### src/rtl/rdy_pkg.sv
package rdy_pkg;
  // Width of the programmable microsecond limit (1 .. 2**LIM_W-1)
  localparam int LIM_W = 15;

  typedef struct packed {
    logic [LIM_W-1:0] lim;
    logic             inf;
    logic             halt_en;
  } wd_cfg_t;
endpackage

### src/rtl/rdy_cfg.sv
module rdy_cfg
  import rdy_pkg::*;
#(
  parameter int RST_LIMIT_US = 1000
) (
  input  logic           clk,
  input  logic           rst_n,
  input  logic           cfg_wr,
  input  logic [LIM_W:0] cfg_limit,
  input  logic           cfg_infinite,
  input  logic           cfg_halt_on_err,
  input  logic           ena_wr,
  input  logic           ena_val,
  output wd_cfg_t        cfg_q,
  output logic           ena_q
);
  wd_cfg_t cfg_d;
  logic    ena_d;
  logic    lim_ok;

  // Value must be non-zero and fit in LIM_W bits
  assign lim_ok = (cfg_limit != '0) && !cfg_limit[LIM_W];

  always_comb begin
    cfg_d = cfg_q;
    ena_d = ena_q;
    if (cfg_wr) begin
      cfg_d.inf     = cfg_infinite;
      cfg_d.halt_en = cfg_halt_on_err;
      if (!cfg_infinite && lim_ok) begin
        cfg_d.lim = cfg_limit[LIM_W-1:0];
      end
    end
    if (ena_wr) begin
      ena_d = ena_val;
    end
  end

  always_ff @(posedge clk or negedge rst_n) begin
    if (!rst_n) begin
      cfg_q.lim     <= LIM_W'(RST_LIMIT_US);
      cfg_q.inf     <= 1'b0;
      cfg_q.halt_en <= 1'b1;
      ena_q         <= 1'b1;
    end else begin
      cfg_q <= cfg_d;
      ena_q <= ena_d;
    end
  end
endmodule

### src/rtl/rdy_select.sv
module rdy_select (
  input  logic ena,
  input  logic io_cycle,
  input  logic map_local,
  input  logic local_rdy,
  input  logic user_rdy,
  output logic cpu_rdy
);
  logic user_side;

  // Ports live in the target system, so they always use its ready
  assign user_side = io_cycle || !map_local;

  always_comb begin
    if (ena) begin
      cpu_rdy = local_rdy && user_rdy;
    end else if (user_side) begin
      cpu_rdy = user_rdy;
    end else begin
      cpu_rdy = local_rdy;
    end
  end
endmodule

### src/rtl/rdy_wdog.sv
module rdy_wdog
  import rdy_pkg::*;
#(
  parameter int HOST_LIMIT_US = 15_000_000
) (
  input  logic    clk,
  input  logic    rst_n,
  input  logic    tick_1us,
  input  logic    cyc_start,
  input  logic    cyc_end,
  input  logic    host_xfer,
  input  logic    cpu_rdy,
  input  logic    sts_clr,
  input  wd_cfg_t cfg,
  output logic    tmo_flag,
  output logic    halt_req,
  output logic    host_tmo
);
  localparam int HOST_W = $clog2(HOST_LIMIT_US + 1);
  localparam int CNT_W  = ((HOST_W > LIM_W) ? HOST_W : LIM_W) + 1;

  logic             wait_q, wait_d;
  logic             host_q, host_d;
  logic [CNT_W-1:0] cnt_q, cnt_d, cnt_inc;
  logic             tmo_q, tmo_d;
  logic             halt_q, halt_d;
  logic             htmo_q, htmo_d;
  logic             adv, lim_hit, host_hit;

  always_comb begin
    cnt_inc  = cnt_q + CNT_W'(1);
    adv      = wait_q && !cpu_rdy && tick_1us && !cyc_start && (cnt_q != '1);
    lim_hit  = adv && !cfg.inf && (cnt_inc == CNT_W'(cfg.lim));
    host_hit = adv && cfg.inf && host_q && (cnt_inc == CNT_W'(HOST_LIMIT_US));

    wait_d = cyc_start || (wait_q && !cyc_end && !cpu_rdy);
    host_d = cyc_start ? host_xfer : host_q;
    if (cyc_start) begin
      cnt_d = '0;
    end else if (adv) begin
      cnt_d = cnt_inc;
    end else begin
      cnt_d = cnt_q;
    end

    tmo_d  = (tmo_q && !sts_clr) || lim_hit;
    halt_d = (halt_q && !sts_clr) || (lim_hit && cfg.halt_en);
    htmo_d = (htmo_q && !sts_clr) || host_hit;
  end

  always_ff @(posedge clk or negedge rst_n) begin
    if (!rst_n) begin
      wait_q <= 1'b0;
      host_q <= 1'b0;
      cnt_q  <= '0;
      tmo_q  <= 1'b0;
      halt_q <= 1'b0;
      htmo_q <= 1'b0;
    end else begin
      wait_q <= wait_d;
      host_q <= host_d;
      cnt_q  <= cnt_d;
      tmo_q  <= tmo_d;
      halt_q <= halt_d;
      htmo_q <= htmo_d;
    end
  end

  assign tmo_flag = tmo_q;
  assign halt_req = halt_q;
  assign host_tmo = htmo_q;
endmodule

### src/rtl/rdy_merge_wdog.sv
module rdy_merge_wdog
  import rdy_pkg::*;
#(
  parameter int RST_LIMIT_US  = 1000,
  parameter int HOST_LIMIT_US = 15_000_000
) (
  input  logic           clk,
  input  logic           rst_n,
  input  logic           tick_1us,
  input  logic           cyc_start,
  input  logic           cyc_end,
  input  logic           io_cycle,
  input  logic           map_local,
  input  logic           host_xfer,
  input  logic           local_rdy,
  input  logic           user_rdy,
  input  logic           cfg_wr,
  input  logic [LIM_W:0] cfg_limit,
  input  logic           cfg_infinite,
  input  logic           cfg_halt_on_err,
  input  logic           ena_wr,
  input  logic           ena_val,
  input  logic           sts_clr,
  output logic           cpu_rdy,
  output logic           tmo_flag,
  output logic           halt_req,
  output logic           host_tmo
);
  wd_cfg_t          cfg_q;
  logic             ena_q;
  logic             inf_q;
  logic [LIM_W-1:0] lim_q;

  assign inf_q = cfg_q.inf;
  assign lim_q = cfg_q.lim;

  rdy_cfg #(.RST_LIMIT_US(RST_LIMIT_US)) u_cfg (
    .clk             (clk),
    .rst_n           (rst_n),
    .cfg_wr          (cfg_wr),
    .cfg_limit       (cfg_limit),
    .cfg_infinite    (cfg_infinite),
    .cfg_halt_on_err (cfg_halt_on_err),
    .ena_wr          (ena_wr),
    .ena_val         (ena_val),
    .cfg_q           (cfg_q),
    .ena_q           (ena_q)
  );

  rdy_select u_sel (
    .ena       (ena_q),
    .io_cycle  (io_cycle),
    .map_local (map_local),
    .local_rdy (local_rdy),
    .user_rdy  (user_rdy),
    .cpu_rdy   (cpu_rdy)
  );

  rdy_wdog #(.HOST_LIMIT_US(HOST_LIMIT_US)) u_wdog (
    .clk       (clk),
    .rst_n     (rst_n),
    .tick_1us  (tick_1us),
    .cyc_start (cyc_start),
    .cyc_end   (cyc_end),
    .host_xfer (host_xfer),
    .cpu_rdy   (cpu_rdy),
    .sts_clr   (sts_clr),
    .cfg       (cfg_q),
    .tmo_flag  (tmo_flag),
    .halt_req  (halt_req),
    .host_tmo  (host_tmo)
  );
endmodule

### config.mk
export PLATFORM = sky130hd
export DESIGN_NAME = rdy_merge_wdog
export DESIGN_NICKNAME = d
export VERILOG_FILES = /design/src/rtl/rdy_pkg.sv /design/src/rtl/rdy_cfg.sv /design/src/rtl/rdy_select.sv /design/src/rtl/rdy_wdog.sv /design/src/rtl/rdy_merge_wdog.sv
export SDC_FILE = /design/constraint.sdc
export NUM_CORES = 1
export LEC_CHECK = 0
export BUFFER_PORTS_ARGS = -buffer_cell sky130_fd_sc_hd__buf_2
export CORE_UTILIZATION = 43
export DETAILED_ROUTE_END_ITERATION = 6
export SKIP_LAST_GASP = 1
export SYNTH_ARGS = -nofsm -noshare
export SYNTH_HDL_FRONTEND = slang
export SYNTH_SLANG_ARGS = --single-unit
### constraint.sdc
create_clock -name clk -period 6.02 [get_ports clk]
set_input_delay 1.204 -clock clk [delete_from_list [all_inputs] [get_ports clk]]
set_output_delay 1.204 -clock clk [all_outputs]
set_load 0.005 [all_outputs]
Yosys cells after proc, flatten, opt, wreduce, memory -nomap -nowiden
Index checks and enable logic that the tools add are counted.
W data, S select, Z words.
{"block": "word_totals", "out_inout_bits": 4, "register_bits": 48, "elab_cells": 52, "in_bits": 32, "ram_bits": 0, "romBits": 0, "n_memories": 0, "latch_bits": 0}
{"block": "classes", "eq_ne": 3, "n_mux": 4, "reduce_logical": 34, "magnitude_cmp": 0, "div": 0, "n_addsub": 1, "mul": 0, "n_shift": 0, "n_bitwise": 0}
{"cell": "$mux W25", "n": 2}
{"cell": "$add A25 B1 Y25 const B", "n": 1}
{"cell": "$eq A25 B15 Y1", "n": 1}
{"cell": "$eq A25 B24 Y1 const B", "n": 1}
{"cell": "$ne A25 B25 Y1 const B", "n": 1}
{"cell": "$logic_and A1 B1 Y1", "n": 18}
{"cell": "$reduce_bool A16 Y1", "n": 1}
{"cell": "$logic_not A1 Y1", "n": 8}
{"cell": "$logic_or A1 B1 Y1", "n": 5}
{"cell": "$mux W1", "n": 2}
{"cell": "$reduce_and A2 Y1", "n": 1}
{"cell": "$reduce_bool A2 Y1", "n": 1}

Depth between registers and ports, before layout
{"block": "logic_depth", "ltp_word": 13, "depth_mapped": 9, "mapped_depth_nobuf": 8}

Cells and area by module
Synthesis repeated with hierarchy kept, for this count alone.
{"block": "unflattened", "hier_cells": 300, "area_unflattened_um2": 2984.1}
{"module": "rdy_wdog", "instances": 1, "area_per_inst_um2": 2185.8, "seq_area_each_um2": 750.7, "cells_per_inst": 252}
{"module": "rdy_cfg", "instances": 1, "area_per_inst_um2": 764.5, "seq_area_each_um2": 460.4, "cells_per_inst": 44}
{"module": "rdy_select", "instances": 1, "area_per_inst_um2": 33.8, "seq_area_each_um2": 0.0, "cells_per_inst": 4}

Least setup slack after synthesis
OpenSTA, ideal clock, no wires.
{"block": "synth_timing", "path_type": "input port to output port", "from": "input port user_rdy", "to": "output port cpu_rdy", "cell_stages": 3, "setup_slack_ps": 3065, "n_path_buf": 0, "t_required_ps": 4816, "arrival_time_ps": 1751, "cell_sequence": "nor2b_1 > a221oi_1 > inv_1"}
{"block": "synth_via", "elab_chain_len": 2, "elab_cells_between_ends": 3, "classes_between": "2 x mux; 1 x reduce/logical"}
{"element": "start, declared", "line_no": "rdy_merge_wdog.sv:16", "source": "input logic user_rdy,"}
{"element": "$mux W1 or $logic_and A1 B1 Y1 (tied branches)", "line_no": "rdy_select.sv:17, rdy_select.sv:16"}
{"element": "$mux W1 (*)", "line_no": "rdy_select.sv:15", "source": "if (ena) begin"}
{"element": "end, declared", "line_no": "rdy_merge_wdog.sv:24", "source": "output logic cpu_rdy,"}
Mark *: on every way between the ends. The rest lies on a longest branch, timed or not.

Worst setup path after layout
{"block": "layout_timing", "from": "input port user_rdy", "to": "register u_wdog.cnt_q[20]"}
{"block": "layout_via", "elab_chain_len": 8, "elab_cells_between_ends": 9, "classes_between": "2 x mux; 7 x reduce/logical"}
{"element": "$mux W1 or $logic_and A1 B1 Y1 (tied branches)", "line_no": "rdy_select.sv:17, rdy_select.sv:16"}
{"element": "$mux W1 (*)", "line_no": "rdy_select.sv:15"}
{"element": "$logic_not A1 Y1 (*)", "line_no": "rdy_wdog.sv:32", "source": "adv = wait_q && !cpu_rdy && tick_1us && !cyc_start && (cnt_q != '1);"}
{"element": "$logic_and A1 B1 Y1 (*) (4 in series)", "line_no": "rdy_wdog.sv:32"}
{"element": "$reduce_bool A2 Y1 (no source line) (*)"}
{"element": "end signal, assigned", "line_no": "rdy_wdog.sv:62", "source": "cnt_q <= cnt_d;"}
{"element": "end, declared", "line_no": "rdy_wdog.sv:24", "source": "logic [CNT_W-1:0] cnt_q, cnt_d, cnt_inc;"}
Marks and branches as above.
A chain may end at the register's enable or synchronous reset.

==> out/metrics.yaml <==
placement:
  dp_hpwl_um: 4899
  place_area_um2: 3307
  dpl_worst_slack_ns: 2.248
  port_buffers: 35
  routabilityCongestion: 0.8019
logic_synthesis:
  netlist.area_leader.share_pct: 32.06
  synth-compound-area-share_pct: 7.054
  yosys-top-cells-area: "dfrtp_1 (32%), xor2_1 (8.1%), dfstp_2 (6.7%)"
  synth_top_family_by_area: "simple AND/OR/NAND/NOR gates"
  syn_nets: 358
  synth_xor_area_share_pct: 14.75
  yosys.area.top_type: "dfrtp_1"
  syn_inst: 324
  synthSimpleGateAreaFrac_pct: 27.17
  synth_edf_count: 0
  ys_ff_latch: 48
  netlist_area_um2: 3122
  yosys.cell_types.count: 57
  syn_area_per_cell_um2: 9.635
  synthFlopType: "dfrtp_1"
  ys_seq_area_share_pct: 38.80
  synthArstFlopShare_pct: 100.0
  synth_fa_ha_area_share_pct: 0.8016
  ys_warn_count: 0
  muxShareOfSynthArea_pct: 6.453
setup_path:
  path_cells: "buf_2, nor2b_1, a221oi_1, nand3_1, a21oi_2, nand2_1, or4_1, a21oi_1"
  critPathTopFamily: "compound AO/OA/AOI/OAI gates"
  r2r_end: "u_wdog.host_tmo$_DFF_PN0_"
  required_ns: 6.26
  cp_max_fo: 25
  crit_type: "primary input to flip-flop"
  worst-path-buf-inv: 1
  r2r_slack_ns: 2.83
  cp_slowest_cell: "a21oi_2"
  cp.arrival_ns: 3.66
  cpPeakStageDelay_ns: 0.83
  worstSetupEndpointType: "flip-flop"
  ff2ff_path_depth: 7
  r2r-start: "u_wdog.cnt_q[3]$_DFFE_PN0P_"
  start_kind: "primary input"
timing:
  hold_viol: 0
  rsz0062_at_grt: "no"
  min_period_ns: 3.424
  max_slew.worst_pin.slew_ns: 1.095
  clock.fmax_mhz: 292.1
  slew_headroom_pct: 27.00
  skew_ns: 0.004706
  period_share_pct: 56.88
  setup_ws_ns: 2.596
  finalMaxSlewViolations: 0
  finalSetupTns_ns: 0
  hold_ws_ns: 0.5147
  finalSetupViolations: 0
clocking:
  cts_tree: "yes"
  clock_path_buffers: 2
  cts_setup_buffers: 0
  cts_resized: 0
  insertion_delay_ns: 0.31
  numCtsBuffers: 5
  htree_num_levels: 2
  clk_pin_slew_ns: 0.09
  cts-root-buf: "clkbuf_8"
  cts_hold_buf: 0
  cts_sinks: 48
drt:
  vias_per_cell: 5.464
  routed_wl_um: 6736
  drc: 0
  drt_iter0_drc: 151
  firstDrtPassIters: 4
  vias: 2426
  ant_nets: 0
  routedWlPerCell_um: 15.17
global_routing:
  grt_pass1_wl_um: 11350
  grt_pass1_vias: 2266
  grt_overflow: 0
  top_usage_layer: "met2"
  grt_max_degree: 49
  met2_usage_pct: 29.13
  antenna_found_initial: 0
  globalRouteMet3Util_pct: 4.265
  grtUsageTotal_pct: 19.53
  grtUsageMet1_pct: 27.51
floorplanning:
  die-area_um2: 7605
  die_w_um: 87.21
  die_h_um: 87.21
  placementRows: 30
  initial_core_util_pct: 45.20
  ios: 36
  core-area_um2: 6907
finish:
  antenna_cells: 0
  area_growth_syn_to_layout_pct: 9.980
  drive_gt1_share_pct: 24.71
  final_area_um2: 3433
  nFillCells: 693
  final_common_cell: "dfrtp_1"
  final_cell_mix: "dfrtp_1 (40), buf_2 (35), nand2_1 (33)"
  nets: 381
worst_hold_path:
  hold_path.startpoint: "u_cfg.cfg_q[14]$_DFFE_PN0P_"
  hold_end: "u_cfg.cfg_q[14]$_DFFE_PN0P_"
  hold_depth: 2
  hp-class: "flip-flop to flip-flop"
power:
  ir_drop_mv: 0.1528
  p_leak_nw: 1.419
  p_per_area_nw_per_um2: 212.7
outcome:
  run_status: "completed"
run:
  cap_violations: 0
-- flip-flops by register name (all words and copies together), names as in the netlist --
name / count
u_wdog.halt_req: 1
u_wdog.host_q: 1
u_cfg.cfg_q: 17
u_wdog.tmo_flag: 1
u_wdog.host_tmo: 1
u_wdog.wait_q: 1
u_wdog.cnt_q: 25
u_cfg.ena_q: 1
-- where the power goes --
| group | internal (mW) | total [mW] | switching (mW) |
|---|---|---|---|
| clock network | 0.147 | 0.258 | 0.112 |
| registers | 0.352 | 0.375 | 0.0225 |
| logic | 0.0522 | 0.0971 | 0.0449 |
| total | 0.551 | 0.730 | 0.179 |
-- layout make-up --
cell class | count | area, µm² | share of cell area (%)
timing repair buffer | 36 | 182.7 | 5.321
inverter | 10 | 37.54 | 1.093
clock buffer | 7 | 96.34 | 2.806
tap | 96 | 120.1 | 3.499
multi-input combinational | 246 | 1755 | 51.13
clock inverter | 1 | 30.03 | 0.8746
sequential | 48 | 1211 | 35.28
-- worst max-delay path by stage --
| stage | start | endpoint | slack [ns] | depth (start not counted) |
|---|---|---|---|---|
| global placement | user_rdy | u_wdog.cnt_q[20]$_DFFE_PN0P_ | 2.35 | 8 |
| detailed placement | user_rdy | u_wdog.cnt_q[20]$_DFFE_PN0P_ | 2.25 | 8 |
| CTS | user_rdy | u_wdog.cnt_q[20]$_DFFE_PN0P_ | 2.56 | 8 |
| floorplan | user_rdy | cpu_rdy | 3.06 | 3 |
| global route | io_cycle | u_wdog.cnt_q[20]$_DFFE_PN0P_ | 2.31 | 8 |
| finish | user_rdy | u_wdog.cnt_q[20]$_DFFE_PN0P_ | 2.60 | 8 |
-- cell usage after synthesis (4+ instances only) --
| cell type | n |
|---|---|
| a211oi_1 | 5 |
| a21oi_1 | 5 |
| and3_1 | 8 |
| buf_2 | 4 |
| buf_6 | 4 |
| clkbuf_1 | 10 |
| dfrtp_1 | 40 |
| dfstp_2 | 8 |
| inv_1 | 10 |
| mux2_2 | 17 |
| nand2_1 | 33 |
| nand3_1 | 14 |
| nand4_1 | 11 |
| nor2_1 | 29 |
| nor2b_1 | 4 |
| nor3_1 | 4 |
| nor4_1 | 9 |
| o21ai_0 | 4 |
| o22ai_1 | 4 |
| or4_1 | 4 |
| xnor2_1 | 21 |
| xor2_1 | 29 |
-- per-layer routing --
layer,part of all wire [%],vias up
met2,47,38
met5,0,-
met1,48,1183
met3,3.0,14
li1,-,1191
met4,2.5,0
-- stage by stage --
stage	cells	util (%)	power, mW
after floorplan	324	-	0.4441
after detailed placement	436	47.88	0.4799
after global placement	436	47.88	0.4772
after CTS	444	49.71	0.7364
final	444	49.71	0.7303
after global routing	444	49.71	0.7630
-- worst reg2reg max path, stage by stage (launching register included) --
cell	delay [ns]
dfrtp_1	0.59
nand4_2	0.47
or4_1	0.84
xnor2_1	0.19
or4_1	0.52
nor4_1	0.24
nand3_1	0.15
o22ai_1	0.13
-- logic make-up after synthesis --
kind of cell / count (synthesis)
AOI/OAI and AO/OA: 31
xor gates and xnor gates: 51
adders and majority gates: 2
buffers and inverters: 30
DFF: 48
muxes: 18
and+or+nand+nor: 144
Note: power is estimated with default switching activity, not from simulation.
